--- src/rtl/prn_pkg.sv ---
package prn_pkg;

  typedef enum logic [1:0] {
    SEL_NONE = 2'd0,
    SEL_CHAR = 2'd1,
    SEL_STAT = 2'd2,
    SEL_CTRL = 2'd3
  } prn_sel_e;

  typedef struct packed {
    logic paper_out;
    logic offline;
    logic ready;
  } prn_stat_t;

  typedef struct packed {
    logic select;
    logic init;
    logic strobe;
  } prn_ctrl_t;

  localparam int STAT_W = $bits(prn_stat_t);
  localparam int CTRL_W = $bits(prn_ctrl_t);

endpackage

--- src/rtl/prn_rst_sync.sv ---
module prn_rst_sync (
  input  logic clk,
  input  logic rst_n,
  output logic rst_n_sync
);
  logic hold1_q, hold2_q;

  always_ff @(posedge clk or negedge rst_n) begin
    if (!rst_n) begin
      hold1_q <= 1'b0;
      hold2_q <= 1'b0;
    end else begin
      hold1_q <= 1'b1;
      hold2_q <= hold1_q;
    end
  end

  assign rst_n_sync = hold2_q;
endmodule

--- src/rtl/prn_decode.sv ---
module prn_decode
  import prn_pkg::*;
#(
  parameter int                ADDR_W    = 16,
  parameter logic [ADDR_W-1:0] ADDR_CHAR = 16'hFFE0,
  parameter logic [ADDR_W-1:0] ADDR_STAT = 16'hFFE2,
  parameter logic [ADDR_W-1:0] ADDR_CTRL = 16'hFFE8
) (
  input  logic [ADDR_W-1:0] addr,
  output prn_sel_e          sel
);
  always_comb begin
    sel = SEL_NONE;
    if (addr == ADDR_CHAR)      sel = SEL_CHAR;
    else if (addr == ADDR_STAT) sel = SEL_STAT;
    else if (addr == ADDR_CTRL) sel = SEL_CTRL;
  end
endmodule

--- src/rtl/prn_sync.sv ---
module prn_sync #(
  parameter int WIDTH  = 3,
  parameter int STAGES = 2
) (
  input  logic             clk,
  input  logic             rst_n,
  input  logic [WIDTH-1:0] d,
  output logic [WIDTH-1:0] q
);
  logic [WIDTH-1:0] stage_q [STAGES];
  logic [WIDTH-1:0] stage_d [STAGES];

  for (genvar gi = 0; gi < STAGES; gi++) begin : g_stage
    if (gi == 0) begin : g_first
      assign stage_d[gi] = d;
    end else begin : g_next
      assign stage_d[gi] = stage_q[gi-1];
    end

    always_ff @(posedge clk or negedge rst_n) begin
      if (!rst_n) stage_q[gi] <= '0;
      else        stage_q[gi] <= stage_d[gi];
    end
  end

  assign q = stage_q[STAGES-1];
endmodule

--- src/rtl/prn_regs.sv ---
module prn_regs
  import prn_pkg::*;
#(
  parameter int DATA_W = 16,
  parameter int CHAR_W = 8
) (
  input  logic              clk,
  input  logic              rst_n,
  input  prn_sel_e          sel,
  input  logic              rd,
  input  logic              wr,
  input  logic [DATA_W-1:0] wdata,
  input  prn_stat_t         stat_sync,
  output logic [DATA_W-1:0] rdata,
  output logic              rvalid,
  output logic [CHAR_W-1:0] char_out,
  output prn_ctrl_t         ctrl_out
);
  logic [CHAR_W-1:0] char_q, char_d;
  prn_ctrl_t         ctrl_q, ctrl_d;
  logic [DATA_W-1:0] rdata_q, rdata_d;
  logic              rvalid_q, rvalid_d;
  logic              char_en, ctrl_en;
  logic              unused_wdata;

  assign unused_wdata = ^wdata[DATA_W-1:CHAR_W];

  assign char_en = wr && (sel == SEL_CHAR);
  assign ctrl_en = wr && (sel == SEL_CTRL);
  assign char_d  = wdata[CHAR_W-1:0];
  assign ctrl_d  = prn_ctrl_t'(wdata[CTRL_W-1:0]);

  always_comb begin
    rvalid_d = 1'b0;
    rdata_d  = '0;
    if (rd) begin
      case (sel)
        SEL_CHAR: begin
          rvalid_d              = 1'b1;
          rdata_d[CHAR_W-1:0]   = char_q;
        end
        SEL_STAT: begin
          rvalid_d              = 1'b1;
          rdata_d[STAT_W-1:0]   = stat_sync;
        end
        SEL_CTRL: rvalid_d = 1'b1;
        default:  rvalid_d = 1'b0;
      endcase
    end
  end

  always_ff @(posedge clk or negedge rst_n) begin
    if (!rst_n) begin
      char_q   <= '0;
      ctrl_q   <= '0;
      rdata_q  <= '0;
      rvalid_q <= 1'b0;
    end else begin
      if (char_en) char_q <= char_d;
      if (ctrl_en) ctrl_q <= ctrl_d;
      rdata_q  <= rdata_d;
      rvalid_q <= rvalid_d;
    end
  end

  assign rdata    = rdata_q;
  assign rvalid   = rvalid_q;
  assign char_out = char_q;
  assign ctrl_out = ctrl_q;


  char_hold_chk: assert property (@(posedge clk) disable iff (!rst_n)
    !(wr && sel == SEL_CHAR) |=> $stable(char_out));


  ctrl_hold_chk: assert property (@(posedge clk) disable iff (!rst_n)
    !(wr && sel == SEL_CTRL) |=> $stable(ctrl_out));


  char_read_chk: assert property (@(posedge clk) disable iff (!rst_n)
    (rd && sel == SEL_CHAR) |=> (rvalid && rdata[CHAR_W-1:0] == $past(char_out)
                                 && rdata[DATA_W-1:CHAR_W] == '0));


  stat_upper_chk: assert property (@(posedge clk) disable iff (!rst_n)
    (rd && sel == SEL_STAT) |=> (rvalid && rdata[DATA_W-1:STAT_W] == '0));


  ctrl_read_zero_chk: assert property (@(posedge clk) disable iff (!rst_n)
    (rd && sel == SEL_CTRL) |=> (rvalid && rdata == '0));


  rvalid_src_chk: assert property (@(posedge clk) disable iff (!rst_n)
    rvalid |-> $past(rd && sel != SEL_NONE));


  idle_zero_chk: assert property (@(posedge clk) disable iff (!rst_n)
    !rvalid |-> rdata == '0);
endmodule

--- src/rtl/prn_port.sv ---
module prn_port
  import prn_pkg::*;
#(
  parameter int                ADDR_W      = 16,
  parameter int                DATA_W      = 16,
  parameter int                CHAR_W      = 8,
  parameter int                SYNC_STAGES = 2,
  parameter logic [ADDR_W-1:0] ADDR_CHAR   = 16'hFFE0,
  parameter logic [ADDR_W-1:0] ADDR_STAT   = 16'hFFE2,
  parameter logic [ADDR_W-1:0] ADDR_CTRL   = 16'hFFE8
) (
  input  logic              clk,
  input  logic              rst_n,
  input  logic [ADDR_W-1:0] bus_addr,
  input  logic [DATA_W-1:0] bus_wdata,
  input  logic              bus_wr,
  input  logic              bus_rd,
  output logic [DATA_W-1:0] bus_rdata,
  output logic              bus_rvalid,
  output logic [CHAR_W-1:0] prn_data,
  output logic              prn_strobe,
  output logic              prn_init,
  output logic              prn_select,
  input  logic              prn_ready_in,
  input  logic              prn_offline_in,
  input  logic              prn_paperout_in
);
  logic      rst_n_sync;
  prn_sel_e  sel;
  prn_stat_t stat_raw, stat_sync;
  prn_ctrl_t ctrl;

  assign stat_raw = '{paper_out: prn_paperout_in, offline: prn_offline_in, ready: prn_ready_in};

  prn_rst_sync u_rst (
    .clk        (clk),
    .rst_n      (rst_n),
    .rst_n_sync (rst_n_sync)
  );

  prn_decode #(
    .ADDR_W    (ADDR_W),
    .ADDR_CHAR (ADDR_CHAR),
    .ADDR_STAT (ADDR_STAT),
    .ADDR_CTRL (ADDR_CTRL)
  ) u_dec (
    .addr (bus_addr),
    .sel  (sel)
  );

  prn_sync #(
    .WIDTH  (STAT_W),
    .STAGES (SYNC_STAGES)
  ) u_sync (
    .clk   (clk),
    .rst_n (rst_n_sync),
    .d     (stat_raw),
    .q     (stat_sync)
  );

  prn_regs #(
    .DATA_W (DATA_W),
    .CHAR_W (CHAR_W)
  ) u_regs (
    .clk       (clk),
    .rst_n     (rst_n_sync),
    .sel       (sel),
    .rd        (bus_rd),
    .wr        (bus_wr),
    .wdata     (bus_wdata),
    .stat_sync (stat_sync),
    .rdata     (bus_rdata),
    .rvalid    (bus_rvalid),
    .char_out  (prn_data),
    .ctrl_out  (ctrl)
  );

  assign prn_strobe = ctrl.strobe;
  assign prn_init   = ctrl.init;
  assign prn_select = ctrl.select;


  reset_quiet_chk: assert property (@(posedge clk)
    !rst_n_sync |-> (bus_rvalid == 1'b0 && prn_data == '0 && ctrl == '0));
endmodule

--- config.mk ---
export PLATFORM = sky130hd
export DESIGN_NAME = prn_port
export DESIGN_NICKNAME = d
export VERILOG_FILES = /design/src/rtl/prn_pkg.sv /design/src/rtl/prn_rst_sync.sv /design/src/rtl/prn_decode.sv /design/src/rtl/prn_sync.sv /design/src/rtl/prn_regs.sv /design/src/rtl/prn_port.sv
export SDC_FILE = /design/constraint.sdc
export NUM_CORES = 1
export LEC_CHECK = 0
export BUFFER_PORTS_ARGS = -buffer_cell sky130_fd_sc_hd__buf_2
export CORE_UTILIZATION = 42
export CTS_CLUSTER_DIAMETER = 120
export DETAILED_ROUTE_END_ITERATION = 10
export HOLD_SLACK_MARGIN = 0.15
export PLACE_DENSITY = 0.83
export SLEW_MARGIN = 30
export SYNTH_ARGS = -nofsm -noshare
export SYNTH_HDL_FRONTEND = slang
export SYNTH_HIERARCHICAL = 1
export SYNTH_SLANG_ARGS = --single-unit
--- constraint.sdc ---
create_clock -name clk -period 1 [get_ports clk]
set_input_delay 0.2 -clock clk [delete_from_list [all_inputs] [get_ports clk]]
set_output_delay 0.2 -clock clk [all_outputs]
set_load 0.03 [all_outputs]
==> impl_metrics.ini, run 1 <==
[logic_synthesis]
ys_types = 20
syn_area_per_cell_sq_um = 14.2
ys_ff_latch = 28
yosysSeqAreaShare_pct = 61.1
synth_area_sq_um = 1150
syn_inst = 81
ys_warn_count = 6

[timing]
maxSlewViolCount = 0
setup_tns_ns = -6.68
min_period_over_period_pct = 132
period_minus_slack_ns = 1.32
fin_skew_ns = 0.00277
setup_viol = 40
hold_violations = 0
max_freq_mhz = 756
rsz0062_at_grt = yes
layout_setup_ws_ns = -0.323

[power_and_ir_drop]
vdd_drop_max_v = 0.00121
p_int_mw = 1.65
leakagePower_nw = 1.04
p_switching_mw = 0.433
seq_power_share_pct = 55.6
switching_share_pct = 20.8
pwr-share-comb_pct = 9.5
pwr-share-clk_pct = 35.0
power_density_nw_per_um2 = 1050

[placed_design]
placed_cell_area_sq_um = 1460
pre_cts_ws_ns = -0.724
dp_cells = 164
place_congestion = 0.755
port_buffers = 50
dp_hpwl_um = 1760

[die]
ios = 67
core-area_sq_um = 2520
start_util_pct = 45.5
die-area_sq_um = 2940
rows = 18
die_w_um = 54.3
die_h_um = 54.3

[cts]
cts_buffers = 3
cts_root_buf = clkbuf_4
clkSinkCount = 28
clock_latency_ns = 0.33
htreeDepth = 1
tritoncts = built
clockBufferDepth = 2
clk_pin_slew_ns = 0.14

[outcome]
status = finished, violations left
violations = setup timing

[global_route]
grt_pass1_wl_um = 4340
grt_pass1_vias = 901
grt_start_max_net_pins = 17
antenna_found_initial = 0
grt_overflow = 0
grt_usage_pct = 21.4

[layout]
fin_nets = 204
n_fill_cell = 136
layout_common_cells = dfrtp_1 (28), buf_2 (27), buf_6 (26)
drive_gt1_share_pct = 64.4
fin_area_sq_um = 1990
area_growth_pct = 73.1
diodes = 0
final_cell_count_no_fill = 190
final_common_cell = dfrtp_1

[detailed_routing]
vias = 883
detail-route-antenna-nets = 0
first_pass_iters = 4
wl_um = 2830
viasPerCell = 4.65
drc = 0
drt-wirelength-per-cell_um = 14.9
drt_iter0_drc = 7

[critical_path]
critPathMaxFanout = 8
crit_start = bus_addr[2]
cp.required_ns = 1.23
crit_path_top_delay_cell = mux2_4
crit_family = simple AND/OR/NAND/NOR gates
worstPathArrival_ns = 1.55
cp_num_buf_inv = 1
worstSetupStartpointType = input pin
path_cells = buf_6, and4bb_1, nand2_2, nor3_4, ha_4, nand2_8, mux2_4
rr_startpoint = u_regs/char_out[0]
slowest_delay_ns = 0.32
crit_type = in -> reg
critPathCaptureType = register

[run]
maxCapViolations = 0

[min_path]
hold_class = in -> async
## power by group through the flow
stage	combinational [mW]	sequential [mW]	clock (mW)
4_1_cts	0.194	1.16	0.720
6_report	0.197	1.16	0.728
2_1_floorplan	0.0790	1.19	0
3_5_place_dp	0.148	1.18	0
5_1_grt	0.216	1.16	0.788
3_3_place_gp	0.142	1.17	0
## state kept, by name, indices dropped and copies added, names as in the netlist
register / flops
u_regs/rvalid: 1
u_regs/rdata: 8
u_regs/ctrl_out: 3
u_sync/q: 3
u_rst/hold1_q: 1
u_rst/rst_n_sync: 1
u_sync/stage_d: 3
u_regs/char_out: 8
## logic make-up (layout without fill, tap and decap cells)
| family | Yosys count | count (layout) | share of synthesized area, % |
|---|---|---|---|
| adder cells (fa/ha/maj) | 4 | 4 | 4.36 |
| flip-flops | 28 | 28 | 61.1 |
| multiplexers | 11 | 11 | 13.4 |
| other | 2 | 9 | 0.655 |
| AND/OR/NAND/NOR | 21 | 21 | 10.9 |
| buffers and inverters | 11 | 83 | 6.87 |
| AO/OA/AOI/OAI | 3 | 3 | 1.96 |
| XOR/XNOR | 1 | 1 | 0.763 |
## metal layers
layer,GRT usage [%],vias to the layer above,part of all wire [%]
met3,3.89,3,3.8
met1,28.9,436,43
met4,6.41,0,0.57
li1,-,413,-
met5,0,-,0
met2,35.0,31,52
## synth_stat cells
| library cell | n | area, sq um |
|---|---|---|
| nor2b_1 | 1 | 6.26 |
| ha_1 | 4 | 50.1 |
| dfrtp_1 | 28 | 701 |
| and3_1 | 5 | 31.3 |
| a22oi_1 | 3 | 22.5 |
| nand4_1 | 1 | 6.26 |
| nor2_1 | 4 | 15.0 |
| conb_1 | 2 | 7.51 |
| nand3b_1 | 1 | 7.51 |
| buf_6 | 1 | 11.3 |
| and4_2 | 1 | 10.0 |
| buf_4 | 8 | 60.1 |
| mux2_1 | 3 | 33.8 |
| mux2_4 | 8 | 120 |
| xor2_1 | 1 | 8.76 |
| inv_1 | 2 | 7.51 |
| and4bb_1 | 1 | 12.5 |
| nand2_4 | 1 | 11.3 |
| nor3_1 | 2 | 10.0 |
| nand2_1 | 4 | 15.0 |
## path summary, 6_finish.rpt
kind	cells after the start	endpoint	slack (ns)
max	7	u_regs/char_out[2]	-0.32
min	2	u_rst/rst_n_sync	0.16
max reg2reg	2	u_regs/char_out[0]	0.07
max in group asynchronous	1	u_regs/rdata[2]	0.62
min reg2reg	1	u_sync/q[0]	0.21
min in group clk	3	u_regs/rdata[0]	0.18
## per-stage QoR
step	power [mW]	util [%]	hold WS [ns]
finish	2.08	78.7	0.156
global route	2.16	78.7	0.151
CTS	2.07	77.7	0.161
global placement	1.32	58.0	-0.0147
detailed placement	1.32	58.0	-0.0106
floorplan	1.27	-	-0.0956
## cell type report
| class | instances | area [sq um] | area share (%) |
|---|---|---|---|
| clock buffer | 3 | 22.5 | 1.13 |
| clock inverter | 1 | 30.0 | 1.51 |
| inverter | 2 | 10.0 | 0.504 |
| multi-input combinational | 49 | 547 | 27.5 |
| sequential | 28 | 701 | 35.3 |
| tap | 30 | 37.5 | 1.89 |
| timing repair buffer | 77 | 638 | 32.1 |
## worst reg2reg max path, cell delays in order, from the launching register on
cell,delay (ns)
dfrtp_1,0.43
buf_4,0.15
mux2_4,0.25
## repair_timing
| action | CTS | global route |
|---|---|---|
| gates resized for setup | 65 | 7 |
| pin swaps | 7 | 2 |
| endpoints found under the setup margin | 40 | 40 |
| buffers inserted | 10 | 0 |
| hold endpoints to repair | 16 | 0 |
| hold buffers | 12 | 0 |
Note: power is estimated with default switching activity, not from simulation.
==> run 2: changes to the inputs <==
--- a/config.mk
+++ b/config.mk
@@ -5,12 +5,15 @@
 export SDC_FILE = /design/constraint.sdc
 export NUM_CORES = 1
 export LEC_CHECK = 0
+export ABC_AREA = 1
 export BUFFER_PORTS_ARGS = -buffer_cell sky130_fd_sc_hd__buf_2
-export CORE_UTILIZATION = 42
+export CORE_ASPECT_RATIO = 0.6
+export CORE_UTILIZATION = 43
+export CTS_BUF_LIST = sky130_fd_sc_hd__clkbuf_16
 export CTS_CLUSTER_DIAMETER = 120
 export DETAILED_ROUTE_END_ITERATION = 10
 export HOLD_SLACK_MARGIN = 0.15
-export PLACE_DENSITY = 0.83
+export PLACE_DENSITY = 0.84
 export SLEW_MARGIN = 30
 export SYNTH_ARGS = -nofsm -noshare
 export SYNTH_HDL_FRONTEND = slang
==> run 2 against run 1 <==
The run still ends with setup timing left. Sequential cell count is the same. First-iteration DRC count grew to 12 times the previous value. Register-to-register slack lost 0.03 ns. Die area grew 4.3%. Non-clock buffer count shrank 5. Via count grew 31%. Critical endpoint is now u_regs/rdata[1]. Largest cell class unchanged.
==> impl_metrics.ini, run 2 <==
[critical_path]
critPathCaptureType = register
worstSetupStartpointType = input pin
r2r.worst_path.cells = 4
worstPathArrival_ns = 1.49
critPathMaxFanout = 7
cp.required_ns = 1.18
crit_type = in -> reg

[detailed_routing]
viasPerCell = 4.75
drt_iter0_drc = 81
first_pass_iters = 6
detail-route-antenna-nets = 0
vias = 1155
drt-wirelength-per-cell_um = 14.9
wl_um = 3630
drc = 0

[logic_synthesis]
ys_types = 13
syn_inst = 138
synth-xor-area-share_pct = 0
synth.largest_area_cell = dfrtp_1
yosysTopAreaCellShare_pct = 57.3
synth_top_family_by_area = simple AND/OR/NAND/NOR gates
synth_ff_type = dfrtp_1
synth-adder-area-share_pct = 4.09
async_flop_share_pct = 100
synthMuxAreaShare_pct = 0
ys_warn_count = 6
synth.area.top_cells = dfrtp_1 (57%), nand2_1 (13%), inv_1 (5.8%)
synth-edff-count = 0
ys_ff_latch = 28
synth_most_common_cell = nand2_1
syn_area_per_cell_sq_um = 8.87
synthTopCellsByCount = nand2_1 (43), dfrtp_1 (28), inv_1 (19)
synth_area_sq_um = 1220
synth_compound_area_share_pct = 5.01
yosysSeqAreaShare_pct = 57.3
synthSimpleGateAreaFrac_pct = 20.8

[layout]
layout_common_cells = nand2_1 (29), dfrtp_1 (28), buf_2 (27)
final_util_pct = 80.5
diodes = 0
area_growth_pct = 70.6
n_fill_cell = 147
drive_gt1_share_pct = 54.0
fin_nets = 256
final_cell_count_no_fill = 243
final_common_cell = nand2_1

[die]
die_h_um = 43.3
core-area_sq_um = 2590
rows = 14
die_w_um = 70.9
ios = 67
start_util_pct = 47.2
die-area_sq_um = 3070

[cts]
clk_pin_slew_ns = 0.06
clockBufferDepth = 2
clock_latency_ns = 0.26
clkSinkCount = 28
htreeDepth = 1
cts_root_buf = clkbuf_16
tritoncts = built
cts_buffers = 3

[power_and_ir_drop]
vdd_drop_max_v = 0.000887
p_int_mw = 1.77
pwr-share-clk_pct = 38.7
switching_share_pct = 21.9
pwr-share-comb_pct = 10.2
p_switching_mw = 0.494
leakagePower_nw = 1.07
finalPower_mw = 2.26
power_density_nw_per_um2 = 1080
seq_power_share_pct = 51.1

[timing]
layout_setup_ws_ns = -0.318
hold_violations = 0
period_minus_slack_ns = 1.32
rsz0062_at_grt = yes
max_freq_mhz = 758
setup_tns_ns = -4.67
min_period_over_period_pct = 132
fin_skew_ns = 0.00273
setup_viol = 29
maxSlewViolCount = 0

[placed_design]
place_congestion = 0.823
dp_cells = 220
dp_hpwl_um = 1760
port_buffers = 50

[global_route]
grt_start_max_net_pins = 27
grt_pass1_vias = 1099
grt_pass1_wl_um = 5270
antenna_found_initial = 0
grt_usage_pct = 23.3
grt_overflow = 0

[min_path]
hold_class = in -> reg
holdPathStages = 3

[outcome]
status = finished, violations left
violations = setup timing

[run]
maxCapViolations = 0
## run 2: area by class of cell
class	count	area [sq um]	area share, %
Clock buffer	3	75.1	3.60
Inverter	19	86.3	4.14
Multi-Input combinational cell	89	608	29.1
Sequential cell	28	701	33.6
Tap cell	32	40.0	1.92
Timing Repair Buffer	72	577	27.6
## run 2: power by group through the flow
stage	Clock [mW]	Sequential (mW)	Combinational, mW
detailed placement	0	1.17	0.168
floorplan	0	1.19	0.0952
global placement	0	1.17	0.165
CTS	0.883	1.15	0.213
finish	0.875	1.15	0.230
global route	0.940	1.15	0.249
## run 2: path summary, 6_finish.rpt
kind / startpoint / to / slack (ns)
worst max register to register: u_regs/char_out[2] / u_regs/rdata[2] / 0.04
worst min-delay path: bus_wdata[7] / u_regs/char_out[7] / 0.19
worst max-delay path: bus_addr[1] / u_regs/rdata[1] / -0.32
max in group asynchronous: u_rst/rst_n_sync / u_sync/q[0] / 0.53
worst min register to register: u_rst/rst_n_sync / u_regs/char_out[0] / 0.23
min in group asynchronous: u_rst/rst_n_sync / u_regs/char_out[0] / 0.23
## run 2: timing repair
| action | CTS | global route |
|---|---|---|
| cloned | 1 | 0 |
| hold buffers | 4 | 0 |
| buffers inserted | 13 | 2 |
| gates resized for setup | 56 | 41 |
| endpoints found under the setup margin | 32 | 39 |
| hold endpoints to repair | 5 | 0 |
| pin swaps | 16 | 11 |
## run 2: logic make-up (layout without fill, tap and decap cells)
group                    after synthesis  count (layout)
AO/OA/AOI/OAI                         10              10
flip-flops                            28              28
adder cells (fa/ha/maj)                4               4
other                                  2               9
AND/OR/NAND/NOR                       65              66
buffers and inverters                 29              94
## run 2: metrics by stage
stage | worst slack, ns | hold WS [ns] | instance area (sq um)
finish | -0.318 | 0.190 | 2090
global route | -0.350 | 0.190 | 2090
CTS | -0.195 | 0.170 | 1940
floorplan | -0.355 | -0.0956 | 1290
detailed placement | -0.665 | -0.0127 | 1530
global placement | -0.532 | -0.0128 | 1530
## run 2: critical path, stage by stage
cell	delay (ns)
buf_6	0.10
inv_1	0.06
nand2_1	0.06
nor2_1	0.15
nand2_2	0.10
a21oi_4	0.18
buf_6	0.12
ha_4	0.21
nand2_1	0.12
a21oi_2	0.20
## run 2: routing by layer
metal / share of wire [%] / track usage (%) / wire, um / vias up
met1: 42 / 29.2 / 1520 / 539
met5: 0 / 0 / 0 / -
met2: 50 / 41.7 / 1800 / 67
met3: 6.5 / 5.70 / 237 / 6
met4: 2.0 / 5.20 / 72 / 0
li1: - / - / - / 543
==> run 3: changes to the inputs <==
--- a/config.mk
+++ b/config.mk
@@ -17,5 +17,4 @@
 export SLEW_MARGIN = 30
 export SYNTH_ARGS = -nofsm -noshare
 export SYNTH_HDL_FRONTEND = slang
-export SYNTH_HIERARCHICAL = 1
 export SYNTH_SLANG_ARGS = --single-unit
==> run 3 against run 2 <==
The run ends with DRC, setup timing left. Hold slack better by 0.0034 ns. Area after synthesis is 0.82% higher. Register-to-register slack better by 0.05 ns. Total power is 1.9% lower. Largest power group unchanged. Sequential cell count stayed put. Die area is 0.79% higher. Clock-buffer cell count stayed put.
==> impl_metrics.ini, run 3 <==
[layout]
layout_common_cells = nand2_1 (43), buf_2 (32), dfrtp_1 (28)
n_fill_cell = 209
final_common_cell = nand2_1
fin_nets = 247
area_growth_pct = 46.7
drive_gt1_share_pct = 38.2
diodes = 0
final_cell_count_no_fill = 239

[die]
die-area_sq_um = 3090
die_h_um = 43.5
rows = 14
die_w_um = 71.2
core-area_sq_um = 2610
start_util_pct = 47.3
ios = 67

[detailed_routing]
wl_um = 2850
first_pass_iters = 8
drt-wirelength-per-cell_um = 11.9
drt_iter0_drc = 53
vias = 1128
viasPerCell = 4.72
detail-route-antenna-nets = 0
drc = 5

[cts]
clk_pin_slew_ns = 0.06
clockBufferDepth = 2
clock_latency_ns = 0.26
cts_buffers = 3
cts_root_buf = clkbuf_16
clkSinkCount = 28
htreeDepth = 1
tritoncts = built

[power_and_ir_drop]
finalPower_mw = 2.22
vdd_drop_max_v = 0.000953
power_density_nw_per_um2 = 1230
leakagePower_nw = 1.01

[critical_path]
rr_startpoint = u_regs.char_out[0]
critPathCaptureType = primary output
cp.required_ns = 0.80
crit_family = flip-flops
cp_num_buf_inv = 1
slowest_delay_ns = 0.41
crit_start = u_regs.char_out[7]
worstPathArrival_ns = 0.82
r2r.worst_path.cells = 4
critPathMaxFanout = 3
cp.depth = 1
crit_type = reg -> out
worstSetupStartpointType = register
path_cells = buf_6
crit_path_top_delay_cell = dfrtp_1

[min_path]
holdPathStages = 3
min_from = bus_wdata[1]
hold_class = in -> reg

[logic_synthesis]
synth.area.top_cells = dfrtp_1 (57%), nand2_1 (13%), nand4_1 (6.1%)
synth_most_common_cell = nand2_1
syn_inst = 138
yosysSeqAreaShare_pct = 56.8
syn_area_per_cell_sq_um = 8.94
yosysTopAreaCellShare_pct = 56.8
synth_area_sq_um = 1230
ys_warn_count = 0
synthTopCellsByCount = nand2_1 (43), dfrtp_1 (28), inv_1 (13)
synth.largest_area_cell = dfrtp_1
ys_types = 15
synth-edff-count = 0
ys_ff_latch = 28
async_flop_share_pct = 100
synth_ff_type = dfrtp_1

[timing]
maxSlewViolCount = 0
layout_setup_ws_ns = -0.0232
setup_viol = 6
period_minus_slack_ns = 1.02
hold_violations = 0
max_freq_mhz = 977
rsz0062_at_grt = yes
min_period_over_period_pct = 102
fin_skew_ns = 0.00329

[placed_design]
place_congestion = 0.826
dp_hpwl_um = 1910
dp_cells = 223
port_buffers = 50

[run]
maxCapViolations = 0

[outcome]
status = finished, violations left
violations = DRC, setup timing

[global_route]
antenna_found_initial = 0
grt_start_max_net_pins = 27
use_met1_pct = 24.7
grt_overflow = 0
grtUsageMet3_pct = 6.74
grtUsageMet2_pct = 39.2
grt_pass1_vias = 1135
top_usage_layer = met2
grt_usage_pct = 21.4
grt_pass1_wl_um = 4940
-- run 3: cell count changes in the layout (fill, tap and decap cells not counted), moves of 4 or more --
cell     before  now
buf_6        23   14
nand2_2       6    1
nand3_1       0    8
nand2_1      29   43
o21ai_2       4    0
nand4_1       0   12
nand2_4       8    0
nand3_2       6    1
buf_2        27   32
-- run 3: per-stage QoR --
step | TNS (ns) | area (sq um) | hold WS (ns) | util, % | setup WS, ns
after floorplan | 0 | 1260 | -0.0956 | - | 0.0836
final | -0.0506 | 1810 | 0.193 | 69.3 | -0.0232
after detailed placement | -2.55 | 1520 | -0.0132 | 58.1 | -0.188
after CTS | -0.0634 | 1750 | 0.190 | 67.2 | -0.0269
after global placement | -2.34 | 1520 | -0.0130 | 58.1 | -0.150
after global routing | -0.296 | 1810 | 0.192 | 69.3 | -0.0412
-- run 3: power by group --
part | leakage, nW | switching [mW] | internal (mW)
registers | 0.373 | 0.00432 | 1.15
logic | 0.603 | 0.123 | 0.0698
clock network | 0.0385 | 0.336 | 0.534
-- run 3: path summary, 6_finish.rpt --
check	end	slack [ns]
max	prn_data[7]	-0.02
min	u_regs.ctrl_out[1]	0.19
max reg2reg	u_regs.rdata[0]	0.09
min reg2reg	u_sync.q[0]	0.23
max in group asynchronous	u_regs.rdata[1]	0.53
min in group asynchronous	u_sync.q[0]	0.23
-- run 3: area by class of cell --
cell class                 instances  area (sq um)  area share (%)
sequential                        28           701            38.7
inverter                          15          58.8            3.25
clock buffer                       3          75.1            4.15
multi-input combinational         90           423            23.4
tap                               32          40.0            2.21
clock inverter                     1          3.75           0.207
timing repair buffer              70           508            28.1
-- run 3: metal layers --
metal | wire [um] | part of all wire [%]
met2 | 1440 | 50
met5 | 0 | 0
met1 | 1220 | 43
met4 | 12 | 0.42
met3 | 183 | 6.4
-- run 3: what timing repair did --
action,CTS,global route
resized for setup,23,18
setup buffers,6,2
endpoints found under the hold margin,5,0
endpoints found under the setup margin,12,24
hold buffers,4,0
-- run 3: cell families after synthesis --
kind of cell / share of synthesized area (%)
flops: 56.8
other cells: 0.609
simple gates: 30.5
buf+inv: 12.1
